--- config.mk ---
export PLATFORM = sky130hd
export DESIGN_NAME = clk_ratio_ctrl
export DESIGN_NICKNAME = d
export VERILOG_FILES = /design/src/rtl/clk_ratio_pkg.sv /design/src/rtl/clk_ratio_mul.sv /design/src/rtl/clk_ratio_regs.sv /design/src/rtl/clk_ratio_strobe.sv /design/src/rtl/clk_ratio_ctrl.sv
export SDC_FILE = /design/constraint.sdc
export NUM_CORES = 1
export LEC_CHECK = 0
export ABC_AREA = 1
export BUFFER_PORTS_ARGS = -buffer_cell sky130_fd_sc_hd__clkbuf_2
export CAP_MARGIN = 20
export CORE_MARGIN = 1.5
export CORE_UTILIZATION = 52
export DETAILED_ROUTE_END_ITERATION = 10
export GPL_TIMING_DRIVEN = 1
export PLACE_DENSITY = 0.8
export SYNTH_ARGS = -nofsm -noshare
export SYNTH_HDL_FRONTEND = slang
export SYNTH_SLANG_ARGS = --single-unit
--- constraint.sdc ---
create_clock -name clk_i -period 2.85 [get_ports clk_i]
set_clock_uncertainty 0.2 [all_clocks]
set_input_delay 0.1425 -clock clk_i [delete_from_list [all_inputs] [get_ports clk_i]]
set_output_delay 0.1425 -clock clk_i [all_outputs]
set_load 0.01 [all_outputs]
--- src/rtl/clk_ratio_pkg.sv ---
package clk_ratio_pkg;

  typedef enum logic [1:0] {
    SZ_BYTE = 2'd0,
    SZ_HALF = 2'd1,
    SZ_WORD = 2'd2,
    SZ_RSVD = 2'd3
  } acc_size_e;

  localparam int CFG_W    = 16;
  localparam int CODE_W   = 3;
  localparam int RATIO_W  = 4;
  localparam int MUL_W    = 5;
  localparam int NUM_DOM  = 3;
  localparam int PLL2_BIT = 9;
  localparam int PLL1_BIT = 10;
  localparam int CKO_BIT  = 11;
  localparam logic [CFG_W-1:0] PLL_MASK = (CFG_W'(1) << PLL2_BIT) | (CFG_W'(1) << PLL1_BIT);

  // cpu/bus: code+1 below 4, else (code-1)*2
  function automatic logic [RATIO_W-1:0] core_ratio(input logic [CODE_W-1:0] c);
    logic [RATIO_W-1:0] w;
    w = RATIO_W'(c);
    return (c < CODE_W'(4)) ? w + RATIO_W'(1) : (w - RATIO_W'(1)) << 1;
  endfunction

  // peripheral: code+2 below 3, else code*2
  function automatic logic [RATIO_W-1:0] per_ratio(input logic [CODE_W-1:0] c);
    logic [RATIO_W-1:0] w;
    w = RATIO_W'(c);
    return (c < CODE_W'(3)) ? w + RATIO_W'(2) : w << 1;
  endfunction

  function automatic logic [2:0] clamp_mode(input logic [2:0] m);
    return (m == 3'd7) ? 3'd6 : m;
  endfunction

  function automatic logic [CFG_W-1:0] reset_cfg(input logic [2:0] m, input logic enh);
    case (clamp_mode(m))
      3'd0:       return 16'h0E1A;
      3'd1:       return enh ? 16'h0E2C : 16'h0E23;
      3'd2, 3'd3: return 16'h0E13;
      3'd4, 3'd5: return 16'h0E0A;
      default:    return 16'h0808;
    endcase
  endfunction

endpackage

--- src/rtl/clk_ratio_mul.sv ---
module clk_ratio_mul
  import clk_ratio_pkg::*;
(
  input  logic [2:0]       mode_i,
  input  logic             enh_i,
  input  logic             pll1_i,
  output logic [MUL_W-1:0] mul_x2_o
);

  logic [2:0]       m;
  logic             halve;
  logic             low_mul;
  logic [MUL_W-1:0] base_x2;
  logic [MUL_W-1:0] enh_x2;

  always_comb begin
    m       = clamp_mode(mode_i);
    halve   = (m == 3'd3) || (m == 3'd5) || (m == 3'd6);
    low_mul = (m == 3'd2) || (m == 3'd4) || (m == 3'd6);
    base_x2 = pll1_i ? MUL_W'(12) : MUL_W'(2);
    if (halve) base_x2 = base_x2 >> 1;
    if (!pll1_i)      enh_x2 = MUL_W'(2);
    else if (low_mul) enh_x2 = MUL_W'(12);
    else              enh_x2 = MUL_W'(24);
    mul_x2_o = enh_i ? enh_x2 : base_x2;
  end

endmodule

--- src/rtl/clk_ratio_regs.sv ---
module clk_ratio_regs
  import clk_ratio_pkg::*;
#(
  parameter int ADDR_W  = 8,
  parameter int REG_OFS = 0
) (
  input  logic              clk_i,
  input  logic              rst_ni,
  input  logic [2:0]        mode_i,
  input  logic              enh_i,
  input  logic              req_i,
  input  logic              we_i,
  input  logic [ADDR_W-1:0] addr_i,
  input  logic [1:0]        size_i,
  input  logic [CFG_W-1:0]  wdata_i,
  output logic [CFG_W-1:0]  cfg_o,
  output logic [CFG_W-1:0]  rdata_o,
  output logic              chg_o
);

  logic [CFG_W-1:0] cfg_q;
  logic             init_q;
  logic             chg_q;
  logic             hit;
  logic             wr_ok;
  logic             rd_ok;

  // straps are static: until the first edge the reset value is decoded live
  assign cfg_o = init_q ? cfg_q : reset_cfg(mode_i, enh_i);
  assign hit   = req_i && (addr_i == ADDR_W'(REG_OFS)) && (acc_size_e'(size_i) == SZ_HALF);
  assign wr_ok = hit && we_i;
  assign rd_ok = hit && !we_i;

  assign rdata_o = rd_ok ? cfg_o : '1;
  assign chg_o   = chg_q;

  always_ff @(posedge clk_i or negedge rst_ni) begin
    if (!rst_ni) begin
      cfg_q  <= '0;
      init_q <= 1'b0;
      chg_q  <= 1'b0;
    end else begin
      init_q <= 1'b1;
      if (wr_ok) begin
        cfg_q <= wdata_i;
        if (|((cfg_o ^ wdata_i) & PLL_MASK)) chg_q <= 1'b1;
      end else if (!init_q) begin
        cfg_q <= cfg_o;
      end
    end
  end

  AST_CHG_STICKY: assert property (@(posedge clk_i) disable iff (!rst_ni)
    chg_q |=> chg_q);

  AST_WRITE_STORES: assert property (@(posedge clk_i) disable iff (!rst_ni)
    wr_ok |=> (cfg_o == $past(wdata_i)));

  AST_BAD_WRITE_IGNORED: assert property (@(posedge clk_i) disable iff (!rst_ni)
    (init_q && req_i && we_i && acc_size_e'(size_i) != SZ_HALF) |=> $stable(cfg_o));

  AST_BAD_READ_ONES: assert property (@(posedge clk_i) disable iff (!rst_ni)
    (req_i && !we_i && acc_size_e'(size_i) != SZ_HALF) |-> (rdata_o == '1));

endmodule

--- src/rtl/clk_ratio_strobe.sv ---
module clk_ratio_strobe #(
  parameter int RATIO_W = 4
) (
  input  logic               clk_i,
  input  logic               rst_ni,
  input  logic [RATIO_W-1:0] ratio_i,
  output logic               strobe_o
);

  logic [RATIO_W-1:0] cnt_q;
  logic [RATIO_W-1:0] ratio_q;
  logic [RATIO_W-1:0] ratio_eff;
  logic               stb_q;

  assign ratio_eff = (ratio_i == '0) ? RATIO_W'(1) : ratio_i;
  assign strobe_o  = stb_q;

  // ratio sampled only at a boundary, so a running period always completes
  always_ff @(posedge clk_i or negedge rst_ni) begin
    if (!rst_ni) begin
      cnt_q   <= '0;
      ratio_q <= RATIO_W'(1);
      stb_q   <= 1'b0;
    end else if (cnt_q == '0) begin
      stb_q   <= 1'b1;
      cnt_q   <= ratio_eff - RATIO_W'(1);
      ratio_q <= ratio_eff;
    end else begin
      stb_q   <= 1'b0;
      cnt_q   <= cnt_q - RATIO_W'(1);
    end
  end

  AST_UNIT_RATE: assert property (@(posedge clk_i) disable iff (!rst_ni)
    (stb_q && ratio_q == RATIO_W'(1)) |=> stb_q);

  AST_STROBE_GAP: assert property (@(posedge clk_i) disable iff (!rst_ni)
    (stb_q && ratio_q > RATIO_W'(1)) |=> !stb_q);

  AST_CNT_BOUND: assert property (@(posedge clk_i) disable iff (!rst_ni)
    cnt_q < ratio_q);

endmodule

--- src/rtl/clk_ratio_ctrl.sv ---
module clk_ratio_ctrl
  import clk_ratio_pkg::*;
#(
  parameter int ADDR_W  = 8,
  parameter int REG_OFS = 0
) (
  input  logic              clk_i,
  input  logic              rst_ni,
  input  logic [2:0]        mode_i,
  input  logic              enh_i,
  input  logic              req_i,
  input  logic              we_i,
  input  logic [ADDR_W-1:0] addr_i,
  input  logic [1:0]        size_i,
  input  logic [15:0]       wdata_i,
  output logic [15:0]       rdata_o,
  output logic              cpu_stb_o,
  output logic              bus_stb_o,
  output logic              per_stb_o,
  output logic [4:0]        pll_mul_x2_o,
  output logic              pll_chg_o,
  output logic              clkout_en_o
);

  logic [CFG_W-1:0]   cfg;
  logic [NUM_DOM-1:0] stb;
  logic               unused_cfg;

  clk_ratio_regs #(
    .ADDR_W  (ADDR_W),
    .REG_OFS (REG_OFS)
  ) u_regs (
    .clk_i   (clk_i),
    .rst_ni  (rst_ni),
    .mode_i  (mode_i),
    .enh_i   (enh_i),
    .req_i   (req_i),
    .we_i    (we_i),
    .addr_i  (addr_i),
    .size_i  (size_i),
    .wdata_i (wdata_i),
    .cfg_o   (cfg),
    .rdata_o (rdata_o),
    .chg_o   (pll_chg_o)
  );

  // domain 0 cpu (8:6), 1 bus (5:3), 2 peripheral (2:0)
  for (genvar d = 0; d < NUM_DOM; d++) begin : g_dom
    localparam int LSB = (NUM_DOM - 1 - d) * CODE_W;
    logic [CODE_W-1:0]  code;
    logic [RATIO_W-1:0] ratio;
    assign code = cfg[LSB +: CODE_W];
    if (d == NUM_DOM - 1) begin : g_per
      assign ratio = per_ratio(code);
    end else begin : g_core
      assign ratio = core_ratio(code);
    end
    clk_ratio_strobe #(.RATIO_W(RATIO_W)) u_stb (
      .clk_i    (clk_i),
      .rst_ni   (rst_ni),
      .ratio_i  (ratio),
      .strobe_o (stb[d])
    );
  end

  assign cpu_stb_o = stb[0];
  assign bus_stb_o = stb[1];
  assign per_stb_o = stb[2];

  clk_ratio_mul u_mul (
    .mode_i   (mode_i),
    .enh_i    (enh_i),
    .pll1_i   (cfg[PLL1_BIT]),
    .mul_x2_o (pll_mul_x2_o)
  );

  assign clkout_en_o = cfg[CKO_BIT];
  assign unused_cfg  = ^{cfg[CFG_W-1:CKO_BIT+1], cfg[PLL2_BIT]};

  AST_MUL_LEGAL: assert property (@(posedge clk_i) disable iff (!rst_ni)
    pll_mul_x2_o inside {5'd1, 5'd2, 5'd6, 5'd12, 5'd24});

  AST_STROBE_AFTER_RESET: assert property (@(posedge clk_i) disable iff (!rst_ni)
    $rose(rst_ni) |=> (stb == '1));

endmodule

# After elaboration in Yosys (flattened, before gate mapping)
# Index checks and enable logic that the tools add are counted.
# totals
register_bits	33
latch_bits	0
mem_bits_rw	0
rom_bits	0
input_bits	34
out_inout_bits	26
elab_cells	78
memories	0
# classes
add_sub_neg	11
n_mul	0
n_div	0
n_lt_le_gt_ge	3
eq_ne	9
shifts	0
mux	24
bitwise	1
reduce_logical	21
# ops
operator	n
16-bit 2-to-1 mux	4
16-bit case mux with 4 select lines	1
4-bit 2-to-1 mux	11
4-bit logical NOT	6
4-bit by 1-bit subtractor with 4-bit output, second input constant	6
5-bit 2-to-1 mux	4
3-bit equality test, second input constant	4
11-bit bitwise XOR	1
3-bit by 1-bit adder with 4-bit output, second input constant	2
8-bit logical NOT	1
3-bit by 2-bit equality test with 1-bit output, second input constant	2
3-bit < comparator, second input constant	2
2-bit OR reduction	3
3-bit by 1-bit subtractor with 3-bit output, second input constant	2
3-bit by 2-bit adder with 4-bit output, second input constant	1
1-bit logical AND	4
1-bit logical OR	4
3-bit by 1-bit equality test with 1-bit output, second input constant	1
3-bit logical NOT	1
3-bit by 2-bit < comparator with 1-bit output, second input constant	1
1-bit 2-to-1 mux	3
3-bit 2-to-1 mux	1
2-bit by 1-bit equality test with 1-bit output, second input constant	1
2-bit inequality test, second input constant	1
other kinds (2)	2

# Logic depth before layout (Yosys ltp)
# Gate-level depths: netlist (run 1).
# logic_depth
ltp_word	12
mapped_depth	15
ltp_nobuf	15

# Cells and area by module
# A second synthesis (run 1) with hierarchy kept.
# hier_totals
hier_cells	327
hier_area_um2	2245.9
# modules_own_cells
module	n_inst	cells_each	area_per_inst_um2	seq_area_each_um2
clk_ratio_regs	1	183	1168.6	450.4
clk_ratio_strobe	3	29	254.0	125.1
clk_ratio_ctrl	1	38	211.5	0.0
clk_ratio_mul	1	19	103.8	0.0

# Least setup slack after synthesis (run 1)
# No wires, ideal clock.
# synth_timing
path_kind	reg2reg
from	reg u_regs.init_q
to	reg g_dom[1].u_stb.cnt_q[2]
setup_ns	0.123
arrival_time_ns	1.912
required_time_ns	2.527
path_slack_ns	0.615
path_stages_with_launch	13
path_buffers	0
synth_period_minus_slack_ns	2.235
path_cell_list	dfrtp_1 > inv_2 > nand2_4 > inv_2 > a22oi_1 > ha_1 > nor2_1 > o21bai_1 > or2_1 > nand2_1 > inv_1 > ha_1 > xor2_1
# synth_via
elab_chain_cells	7
word_cells_on_any_way	9
cone_classes	add/sub: 3; order compare: 1; mux: 4; reduce/logical: 1
# synth_rtl
element	line_no	source
start: declaration	clk_ratio_regs.sv:22	logic init_q;
start signal: assignment	clk_ratio_regs.sv:40	init_q <= 1'b0;
start signal: assignment	clk_ratio_regs.sv:43	init_q <= 1'b1;
16-bit 2-to-1 mux *	clk_ratio_regs.sv:29	assign cfg_o = init_q ? cfg_q : reset_cfg(mode_i, enh_i);
3-bit by 1-bit adder with 4-bit output (tied with other cells)	clk_ratio_pkg.sv:24	return (c < CODE_W'(4)) ? w + RATIO_W'(1) : (w - RATIO_W'(1)) << 1;
4-bit 2-to-1 mux *	clk_ratio_pkg.sv:24	
4-bit logical NOT	clk_ratio_strobe.sv:15	assign ratio_eff = (ratio_i == '0) ? RATIO_W'(1) : ratio_i;
4-bit 2-to-1 mux *	clk_ratio_strobe.sv:15	
4-bit by 1-bit subtractor with 4-bit output *	clk_ratio_strobe.sv:26	cnt_q <= ratio_eff - RATIO_W'(1);
4-bit 2-to-1 mux *	clk_ratio_strobe.sv:24	end else if (cnt_q == '0) begin
end signal: assignment	clk_ratio_strobe.sv:26	
end signal: assignment	clk_ratio_strobe.sv:30	cnt_q <= cnt_q - RATIO_W'(1);
end: declaration	clk_ratio_strobe.sv:10	logic [RATIO_W-1:0] cnt_q;
# Mark *: on every way between the ends. The rest lies on a longest branch, timed or not.
# A chain may end at the register's enable or synchronous reset.

# Worst setup path after layout (run 1)
# Ends and elaborated chain as after synthesis.

==> results.yml, run 1 <==
outcome:
  outcome: "complete, no violations"
pwr:
  p_int_uw: 975.5
  vdd_drop_max_mv: 0.4441
  swShare_pct: 36.11
  combinationalPowerShare_pct: 35.4
  pwr-share-clk_pct: 22.6
  power_density_nw_per_um2: 571.3
  power.switching_uw: 551.3
  power_frac_seq_pct: 42.1
  power_leakage_nw: 1.407
  power_mw: 1.527
setup_path:
  crit_type: "reg -> reg"
  path_delay_family: "simple AND/OR/NAND/NOR gates"
  required_ps: 2830
  reg2reg_from: "u_regs.init_q$_DFF_PN0_"
  crit_end: "g_dom[1].u_stb.cnt_q[2]$_DFF_PN0_"
  path_max_fanout: 9
  path_cells: "inv_2 > nand2_4 > nor2_1 > nand3_1 > o21ai_2 > ha_1 > nor2_1 > o21bai_1 > nand3b_1 > nand2_1 > o21ai_2 > ha_1 > xor2_1"
  rrSetupSlack_ps: 310
  path_depth: 13
  r2r_cells: 13
  cpMaxStageDelayCell: "dfrtp_1"
  crit_path_start_kind: "register"
  critical_path.endpoint_type: "register"
  critPathMaxStageDelay_ps: 390
  crit_buf_inv: 1
  worstReg2RegEnd: "g_dom[1].u_stb.cnt_q[2]$_DFF_PN0_"
  cp-startpoint: "u_regs.init_q$_DFF_PN0_"
  critical_path_arrival_ps: 2520
die:
  rows: 22
  dieArea_um2: 4382
  io_pins: 60
  core-area_um2: 3744
  start_util_pct: 55.48
  die_w_um: 66.20
  die_y_um: 66.20
clock_tree:
  clock_latency_ps: 290
  h-tree-depth: 2
  clockBufferDepth: 2
  cts_resized: 0
  path_clk_slew_ps: 70
  cts_hold_buf: 17
  clock-sinks: 33
  tritoncts: "built"
  numCtsBuffers: 5
  cts-root-buf: "clkbuf_8"
  cts_setup_buffers: 0
grt:
  grt_pass1_vias: 1839
  grt_pass1_wl_mm: 7.893
  antenna_found_initial: 0
  overflow: 0
  track_usage_pct: 23.84
  grt_max_degree: 34
timing:
  hold_violations: 0
  maxSlewHeadroom_pct: 47.40
  worstMarginPinSlew_ps: 789.0
  setup_tns_ps: 0
  grt_setup_unrepaired: "false"
  slew_viol_final: 0
  setup_viol: 0
  timing.final.crit_share_pct: 89.10
  fin_crit_ps: 2539
  fmax_mhz: 393.8
yosys:
  avgSynthCellArea_um2: 7.897
  syn_nets: 311
  synth_cell_types: 37
  seq_area_frac_synth_pct: 39.76
  netlist_area_um2: 2077
  netlist_instances: 263
  ys_warn_count: 0
  synth_seq_cells: 33
route:
  drtPass1Iterations: 4
  wl_per_cell_um: 12.38
  drt_wl_total_mm: 4.866
  detail-route-antenna-nets: 0
  drt_iter0_markers: 82
  via_per_inst: 5.053
  vias: 1986
  drc: 0
placed_design:
  port_buffers: 59
  hpwl_mm: 3.431
  place_congestion: 0.8177
  dpl-instance-area_um2: 2416
finish:
  area_growth_pct: 28.67
  num_antenna_cells: 0
  final_common_cell: "nand2_1"
  finalInstanceArea_um2: 2673
  num-nets-final: 392
  n_fill_cell: 304
  drive_above_1_share_pct: 26.96
  final_cell_mix: "nand2_1 (62), clkbuf_2 (59), inv_1 (39)"
hold_path:
  min_path_type: "in -> reg"
flow_run:
  cap_violations: 0
[power groups by stage]
stage | Combinational [mW] | Sequential [mW] | Clock, mW
floorplan | 0.374 | 0.644 | 0
global placement | 0.499 | 0.645 | 0
detailed placement | 0.519 | 0.649 | 0
CTS | 0.539 | 0.642 | 0.351
global route | 0.625 | 0.653 | 0.374
finish | 0.540 | 0.642 | 0.345
[stage by stage]
| step | hold slack, ps | setup WS, ps | utilization [%] | std cells |
|---|---|---|---|---|
| after CTS | 46.10 | 323.6 | 71.39 | 393 |
| after global routing | 91.33 | 124.3 | 71.39 | 393 |
| after detailed placement | 67.86 | 239.0 | 64.54 | 368 |
| after floorplan | -353.1 | 615.3 | - | 263 |
| after global placement | 66.92 | 434.0 | 64.54 | 368 |
| final | 57.28 | 310.5 | 71.39 | 393 |
[synthesized netlist by cell type, drive strengths merged]
| cell type | n | area (um^2) |
|---|---|---|
| a22oi | 1 | 7.510 |
| xnor2 | 1 | 8.760 |
| a21boi | 2 | 30.03 |
| or2 | 2 | 12.51 |
| nand3 | 14 | 80.08 |
| ha | 14 | 175.2 |
| xor2 | 4 | 35.03 |
| dfrtp | 33 | 825.8 |
| nor4 | 3 | 25.02 |
| and2 | 1 | 6.260 |
| nand4 | 1 | 6.260 |
| o22ai | 1 | 6.260 |
| nor3b | 1 | 12.51 |
| a31oi | 1 | 6.260 |
| nand3b | 2 | 15.01 |
| o21bai | 5 | 37.54 |
| a21oi | 8 | 43.79 |
| o21ai | 33 | 183.9 |
| a211oi | 1 | 7.510 |
| buf | 4 | 31.27 |
| a21o | 1 | 7.510 |
| conb | 1 | 3.750 |
| inv | 45 | 168.9 |
| nor2 | 18 | 77.58 |
| nand2 | 66 | 262.8 |
[cell families after synthesis]
group / Yosys count / share of synthesized area [%]
AOI/OAI and AO/OA: 53 / 15.90
xor gates and xnor gates: 5 / 2.108
adders and majority gates: 14 / 8.434
buffers and inverters: 49 / 9.638
DFF: 33 / 39.76
other: 1 / 0.1805
and+or+nand+nor: 108 / 23.98
[registers in the layout, indices dropped and copies added, names as in the netlist]
signal / flops
u_regs.init_q: 1
u_regs.cfg_q: 16
g_dom.u_stb.cnt_q: 12
u_regs.chg_o: 1
g_dom.u_stb.strobe_o: 3
[metal layers]
layer	track usage, %	vias up	share of wire, %
met4	11.48	0	1.8
met3	5.622	12	3.9
met2	40.00	56	50
met5	0	-	0
met1	28.59	919	44
li1	-	999	-
[worst min-delay path: cells and delay by family]
kind | cells | cell delay [ps]
buffers and inverters | 1 | 100
AND/OR/NAND/NOR | 1 | 170
AO/OA/AOI/OAI | 1 | 90
[layout make-up]
class                           count  area [um^2]  area share, %
Multi-Input combinational cell    181         1051          39.33
Timing Repair Buffer               78        480.5          17.98
Clock buffer                        5        68.82          2.575
Sequential cell                    33        825.8          30.90
Tap cell                           48        60.06          2.247
Inverter                           45        168.9          6.320
Clock inverter                      3        17.52         0.6554
[how the worst min path moves through the flow]
| stage | start | to | slack (ps) | cells after the start |
|---|---|---|---|---|
| final | we_i | u_regs.chg_o$_DFFE_PN0P_ | 60 | 3 |
| after global routing | we_i | u_regs.chg_o$_DFFE_PN0P_ | 90 | 3 |
| after CTS | we_i | u_regs.chg_o$_DFFE_PN0P_ | 50 | 3 |
| after detailed placement | rst_ni | g_dom[0].u_stb.cnt_q[1]$_DFF_PN0_ | 70 | 1 |
| after global placement | rst_ni | u_regs.cfg_q[7]$_DFFE_PN0P_ | 70 | 1 |
| after floorplan | rst_ni | g_dom[0].u_stb.cnt_q[0]$_DFF_PN0_ | -350 | 0 |
No activity file was read; power rests on OpenSTA's default activity.
==> run 2: changes to the inputs <==
Settings changed: CORE_ASPECT_RATIO set to 1.2.
==> run 2 against run 1 <==
  * Count of clock-buffer cells in the layout grew 1
  * Combinational power is 2% lower
  * First-iteration DRC count is 18% lower
  * Via count down 2.4%
  * Routed wire length decreased by 6.9%
  * Die area about the same
  * Largest power group unchanged
  * Highest routed layer unchanged
==> results.yml, run 2 (same netlist as run 1, synthesis figures left out) <==
die:
  core-area_um2: 3879
  die_w_um: 60.70
  die_y_um: 72.23
  start_util_pct: 53.55
  io_pins: 60
  rows: 25
  dieArea_um2: 4384
finish:
  final_common_cell: "nand2_1"
  final_cell_mix: "nand2_1 (62), clkbuf_2 (59), inv_1 (39)"
  num_antenna_cells: 0
  largest-register: "u_regs.cfg_q"
  largest_reg_flops: 16
  finalInstanceArea_um2: 2690
  drive_above_1_share_pct: 26.96
  fin_cells: 399
  area_growth_pct: 29.52
  num-nets-final: 392
clock_tree:
  numCtsBuffers: 5
  h-tree-depth: 2
  clockBufferDepth: 2
  path_clk_slew_ps: 70
  clock-sinks: 33
  tritoncts: "built"
  clock_latency_ps: 280
  cts_setup_buffers: 0
  cts-root-buf: "clkbuf_8"
setup_path:
  crit_buf_inv: 2
  rrSetupSlack_ps: 430
  cpMaxStageDelayCell: "dfrtp_1"
  critical_path.endpoint_type: "register"
  critical_path_arrival_ps: 2380
  critPathMaxStageDelay_ps: 360
  path_delay_family: "adder cells"
  worstReg2RegEnd: "g_dom[1].u_stb.cnt_q[2]$_DFF_PN0_"
  crit_path_start_kind: "register"
  path_depth: 12
  path_cells: "inv_2 > nand2_4 > inv_2 > a22oi_1 > ha_1 > nor2_1 > o21bai_1 > nand3b_1 > nand2_1 > o21ai_2 > ha_1 > xor2_1"
  path_max_fanout: 9
  r2r_cells: 12
  required_ps: 2820
  reg2reg_from: "u_regs.init_q$_DFF_PN0_"
  cp-startpoint: "u_regs.init_q$_DFF_PN0_"
  crit_type: "reg -> reg"
  crit_end: "g_dom[1].u_stb.cnt_q[2]$_DFF_PN0_"
route:
  detail-route-antenna-nets: 0
  drt_wl_total_mm: 4.528
  wl_per_cell_um: 11.35
  drt_iter0_markers: 67
  drc: 0
  drtPass1Iterations: 4
  via_per_inst: 4.857
  vias: 1938
timing:
  grt_setup_unrepaired: "false"
  timing.final.crit_share_pct: 84.87
  fmax_mhz: 413.4
  fin_crit_ps: 2419
  setup_viol: 0
  worstMarginPinSlew_ps: 802.5
  hold_violations: 0
  maxSlewHeadroom_pct: 46.50
  setup_tns_ps: 0
  slew_viol_final: 0
grt:
  grt_pass1_vias: 1831
  grt_max_degree: 34
  track_usage_pct: 22.57
  overflow: 0
  grt_pass1_wl_mm: 7.521
  antenna_found_initial: 0
placed_design:
  port_buffers: 59
  place_congestion: 0.7875
  hpwl_mm: 3.268
  dpl-instance-area_um2: 2424
  dp.cells: 374
pwr:
  power_mw: 1.533
  power_density_nw_per_um2: 569.8
  vdd_drop_max_mv: 0.5179
  power_leakage_nw: 1.415
flow_run:
  cap_violations: 0
hold_path:
  min_path_type: "in -> reg"
outcome:
  outcome: "complete, no violations"
run 2: metal layers:
layer  up-vias  track usage (%)  share of wire, %
li1        996                -                 -
met1       888            26.81                44
met2        48            38.59                51
met3         6            4.991               3.8
met4         0            9.420               1.5
met5         -                0                 0
run 2: how the worst min path moves through the flow:
stage	from	cells after the start	end
6_report	we_i	3	u_regs.chg_o$_DFFE_PN0P_
4_1_cts	we_i	3	u_regs.chg_o$_DFFE_PN0P_
3_3_place_gp	rst_ni	1	g_dom[2].u_stb.strobe_o$_DFF_PN0_
3_5_place_dp	rst_ni	1	g_dom[2].u_stb.strobe_o$_DFF_PN0_
2_1_floorplan	rst_ni	0	g_dom[0].u_stb.cnt_q[0]$_DFF_PN0_
5_1_grt	we_i	3	u_regs.chg_o$_DFFE_PN0P_
run 2: final cells by class:
type	count	area, um^2
Inverter	45	168.9
Clock buffer	6	82.58
Multi-Input combinational cell	181	1051
Fill cell	331	1189
Tap cell	54	67.56
Clock inverter	2	13.76
Timing Repair Buffer	78	480.5
Sequential cell	33	825.8
run 2: worst reg2reg max path, stage by stage (launching register included):
cell      delay, ps
dfrtp_1         360
inv_2           110
nand2_4         100
inv_2            80
a22oi_1         310
ha_1            300
nor2_1          100
o21bai_1        120
nand3b_1         90
nand2_1          80
o21ai_2          80
ha_1            230
xor2_1          150
run 2: report_power, final:
part | total, mW | internal (mW) | switching (mW) | leakage (nW)
clock | 0.364 | 0.195 | 0.169 | 0.0512
sequential | 0.640 | 0.583 | 0.0575 | 0.417
combinational | 0.528 | 0.224 | 0.304 | 0.946
run 2: per-stage QoR:
stage / utilization, % / setup WS [ps] / hold slack [ps]
floorplan: - / 615.3 / -353.1
global placement: 62.48 / 439.6 / 60.58
detailed placement: 62.48 / 382.9 / 66.84
CTS: 69.35 / 437.4 / 37.38
global route: 69.35 / 176.9 / 50.81
finish: 69.35 / 431.2 / 52.71
run 2: repair_timing:
item / CTS / global route
resized for setup: 0 / 0
hold buffers: 17 / 0
endpoints found under the hold margin: 49 / 0
==> run 3: changes to the inputs <==
Settings changed: CORE_UTILIZATION 52 to 47, PLACE_DENSITY 0.8 to 0.76.
Clock period 2.85 ns to 2.1 ns, I/O delays scaled along.
==> run 3 against run 2 <==
  * The flow now finishes with violations (negative setup slack)
  * Largest power group is now combinational logic
  * Global-route usage grew 0.39 points
  * Total power grew 61%
  * Via count grew 11%
==> results.yml, run 3 (same netlist as run 1, synthesis figures left out) <==
grt:
  overflow: 0
  grt_max_degree: 34
  grt_pass1_wl_mm: 8.659
  track_usage_pct: 22.96
  antenna_found_initial: 0
  grt_pass1_vias: 2090
route:
  wl_per_cell_um: 12.50
  drtPass1Iterations: 4
  via_per_inst: 4.893
  vias: 2148
  drt_iter0_markers: 115
  drt_wl_total_mm: 5.487
  detail-route-antenna-nets: 0
  drc: 0
clock_tree:
  tritoncts: "built"
  clockBufferDepth: 2
  clock_latency_ps: 290
  clock-sinks: 33
  cts-root-buf: "clkbuf_8"
  h-tree-depth: 2
  path_clk_slew_ps: 70
  numCtsBuffers: 5
finish:
  fin_cells: 439
  largest-register: "u_regs.cfg_q"
  drive_above_1_share_pct: 39.43
  final_cell_mix: "nand2_1 (58), clkbuf_2 (58), buf_4 (36)"
  post-route-util_pct: 73.17
  num-nets-final: 430
  largest_reg_flops: 16
  final-seq-area_um2: 825.8
  num_antenna_cells: 0
  n_fill_cell: 308
  multiInputGateArea_um2: 1154
  area_growth_pct: 50.12
die:
  core-area_um2: 4262
  io_pins: 60
  dieArea_um2: 4829
  die_y_um: 75.82
  rows: 26
  die_w_um: 63.69
  start_util_pct: 48.74
pwr:
  vdd_drop_max_mv: 0.6573
  power_leakage_nw: 1.642
  power_mw: 2.462
  power_density_nw_per_um2: 789.6
hold_path:
  min_from: "we_i"
  min_path_type: "in -> reg"
setup_path:
  crit_buf_inv: 1
  cpMaxStageDelayCell: "dfrtp_1"
  reg2reg_from: "u_regs.init_q$_DFF_PN0_"
  required_ps: 2090
  path_cells: "inv_2 > nand2_4 > nor2_2 > nand3_1 > o21ai_2 > ha_1 > nor2_1 > o21bai_1 > nand3b_1 > nand2_1 > o21ai_2 > ha_4 > xor2_1"
  path_max_fanout: 5
  critical_path.endpoint_type: "register"
  worst_path_most_repeated_cell: "o21ai_2"
  cp-startpoint: "u_regs.init_q$_DFF_PN0_"
  critPathMaxStageDelay_ps: 430
  path_delay_family: "simple AND/OR/NAND/NOR gates"
  critical_path_arrival_ps: 2270
  crit_path_start_kind: "register"
  crit_type: "reg -> reg"
timing:
  maxSlewHeadroom_pct: 42.42
  slew_viol_final: 0
  hold_violations: 0
  worstMarginPinSlew_ps: 863.7
  setup_viol: 8
  timing.final.crit_share_pct: 108.8
  fin_crit_ps: 2286
  fmax_mhz: 437.5
  grt_setup_unrepaired: "true"
  fin_ws_ps: -185.7
placed_design:
  port_buffers: 59
  hpwl_mm: 3.601
  dp.cells: 405
  place_congestion: 0.8490
outcome:
  outcome: "finished with violations"
  failed_checks: "negative setup slack"
flow_run:
  cap_violations: 0
## run 3: changes by cell type in the layout (fill, tap and decap cells not counted), moves of 3 or more
cell and change:
buf_4 +34, buf_6 +4, ha_1 -4, inv_1 -4
nand2_1 -4, o21ai_0 -4, a21oi_1 -3, inv_2 +3
## run 3: repair_timing
action | 4_1_cts | 5_1_grt
pin swaps | 5 | 11
gates resized for setup | 11 | 21
endpoints found under the hold margin | 49 | 0
hold buffers | 17 | 0
buffers inserted | 4 | 5
endpoints found under the setup margin | 11 | 13
## run 3: report_power, final
| part | internal (mW) | leakage [nW] | total, mW | switching [mW] |
|---|---|---|---|---|
| sequential | 0.791 | 0.417 | 0.876 | 0.0847 |
| combinational | 0.456 | 1.17 | 0.955 | 0.498 |
| clock | 0.387 | 0.0585 | 0.632 | 0.245 |
| total | 1.63 | 1.64 | 2.46 | 0.827 |
## run 3: routing by layer
metal / GRT usage (%) / routed length (um) / vias to the layer above
li1: - / - / 1078
met1: 25.28 / 2271 / 995
met2: 43.16 / 2892 / 61
met3: 4.136 / 205 / 14
met4: 11.35 / 119 / 0
met5: 0 / 0 / -
## run 3: final timing paths
| kind | slack (ps) | to | depth (start not counted) |
|---|---|---|---|
| setup / recovery | -190 | g_dom[1].u_stb.cnt_q[2]$_DFF_PN0_ | 13 |
| hold / removal | 30 | u_regs.chg_o$_DFFE_PN0P_ | 3 |
| setup reg to reg | -190 | g_dom[1].u_stb.cnt_q[2]$_DFF_PN0_ | 13 |
| hold reg to reg | 280 | u_regs.chg_o$_DFFE_PN0P_ | 1 |
| max in group asynchronous | 880 | u_regs.cfg_q[10]$_DFFE_PN0P_ | 2 |
| min in group asynchronous | 270 | g_dom[2].u_stb.strobe_o$_DFF_PN0_ | 2 |
## run 3: worst reg2reg max path: stages (launching register included)
cell,delay [ps]
dfrtp_1,430
inv_2,100
nand2_4,70
nor2_2,80
nand3_1,80
o21ai_2,100
ha_1,270
nor2_1,130
o21bai_1,150
nand3b_1,100
nand2_1,80
o21ai_2,80
ha_4,170
xor2_1,130
## run 3: layout make-up
cell class / instances / area share (%)
Tap cell: 56 / 2.247
Clock buffer: 7 / 2.769
Sequential cell: 33 / 26.48
Timing Repair Buffer: 116 / 25.04
Clock inverter: 1 / 0.9631
Multi-Input combinational cell: 181 / 37.00
Inverter: 45 / 5.498
## run 3: metrics by stage
| stage | cell area, um^2 | setup WS (ps) | setup TNS [ps] | hold WS, ps |
|---|---|---|---|---|
| after floorplan | 2097 | -58.33 | -156.9 | -390.6 |
| after CTS | 3004 | -117.5 | -477.5 | 2.188 |
| after detailed placement | 2664 | -217.3 | -1018 | 41.76 |
| after global placement | 2664 | -106.9 | -401.3 | 36.46 |
| final | 3118 | -185.7 | -870.5 | 31.70 |
| after global routing | 3118 | -320.8 | -2328 | 58.58 |
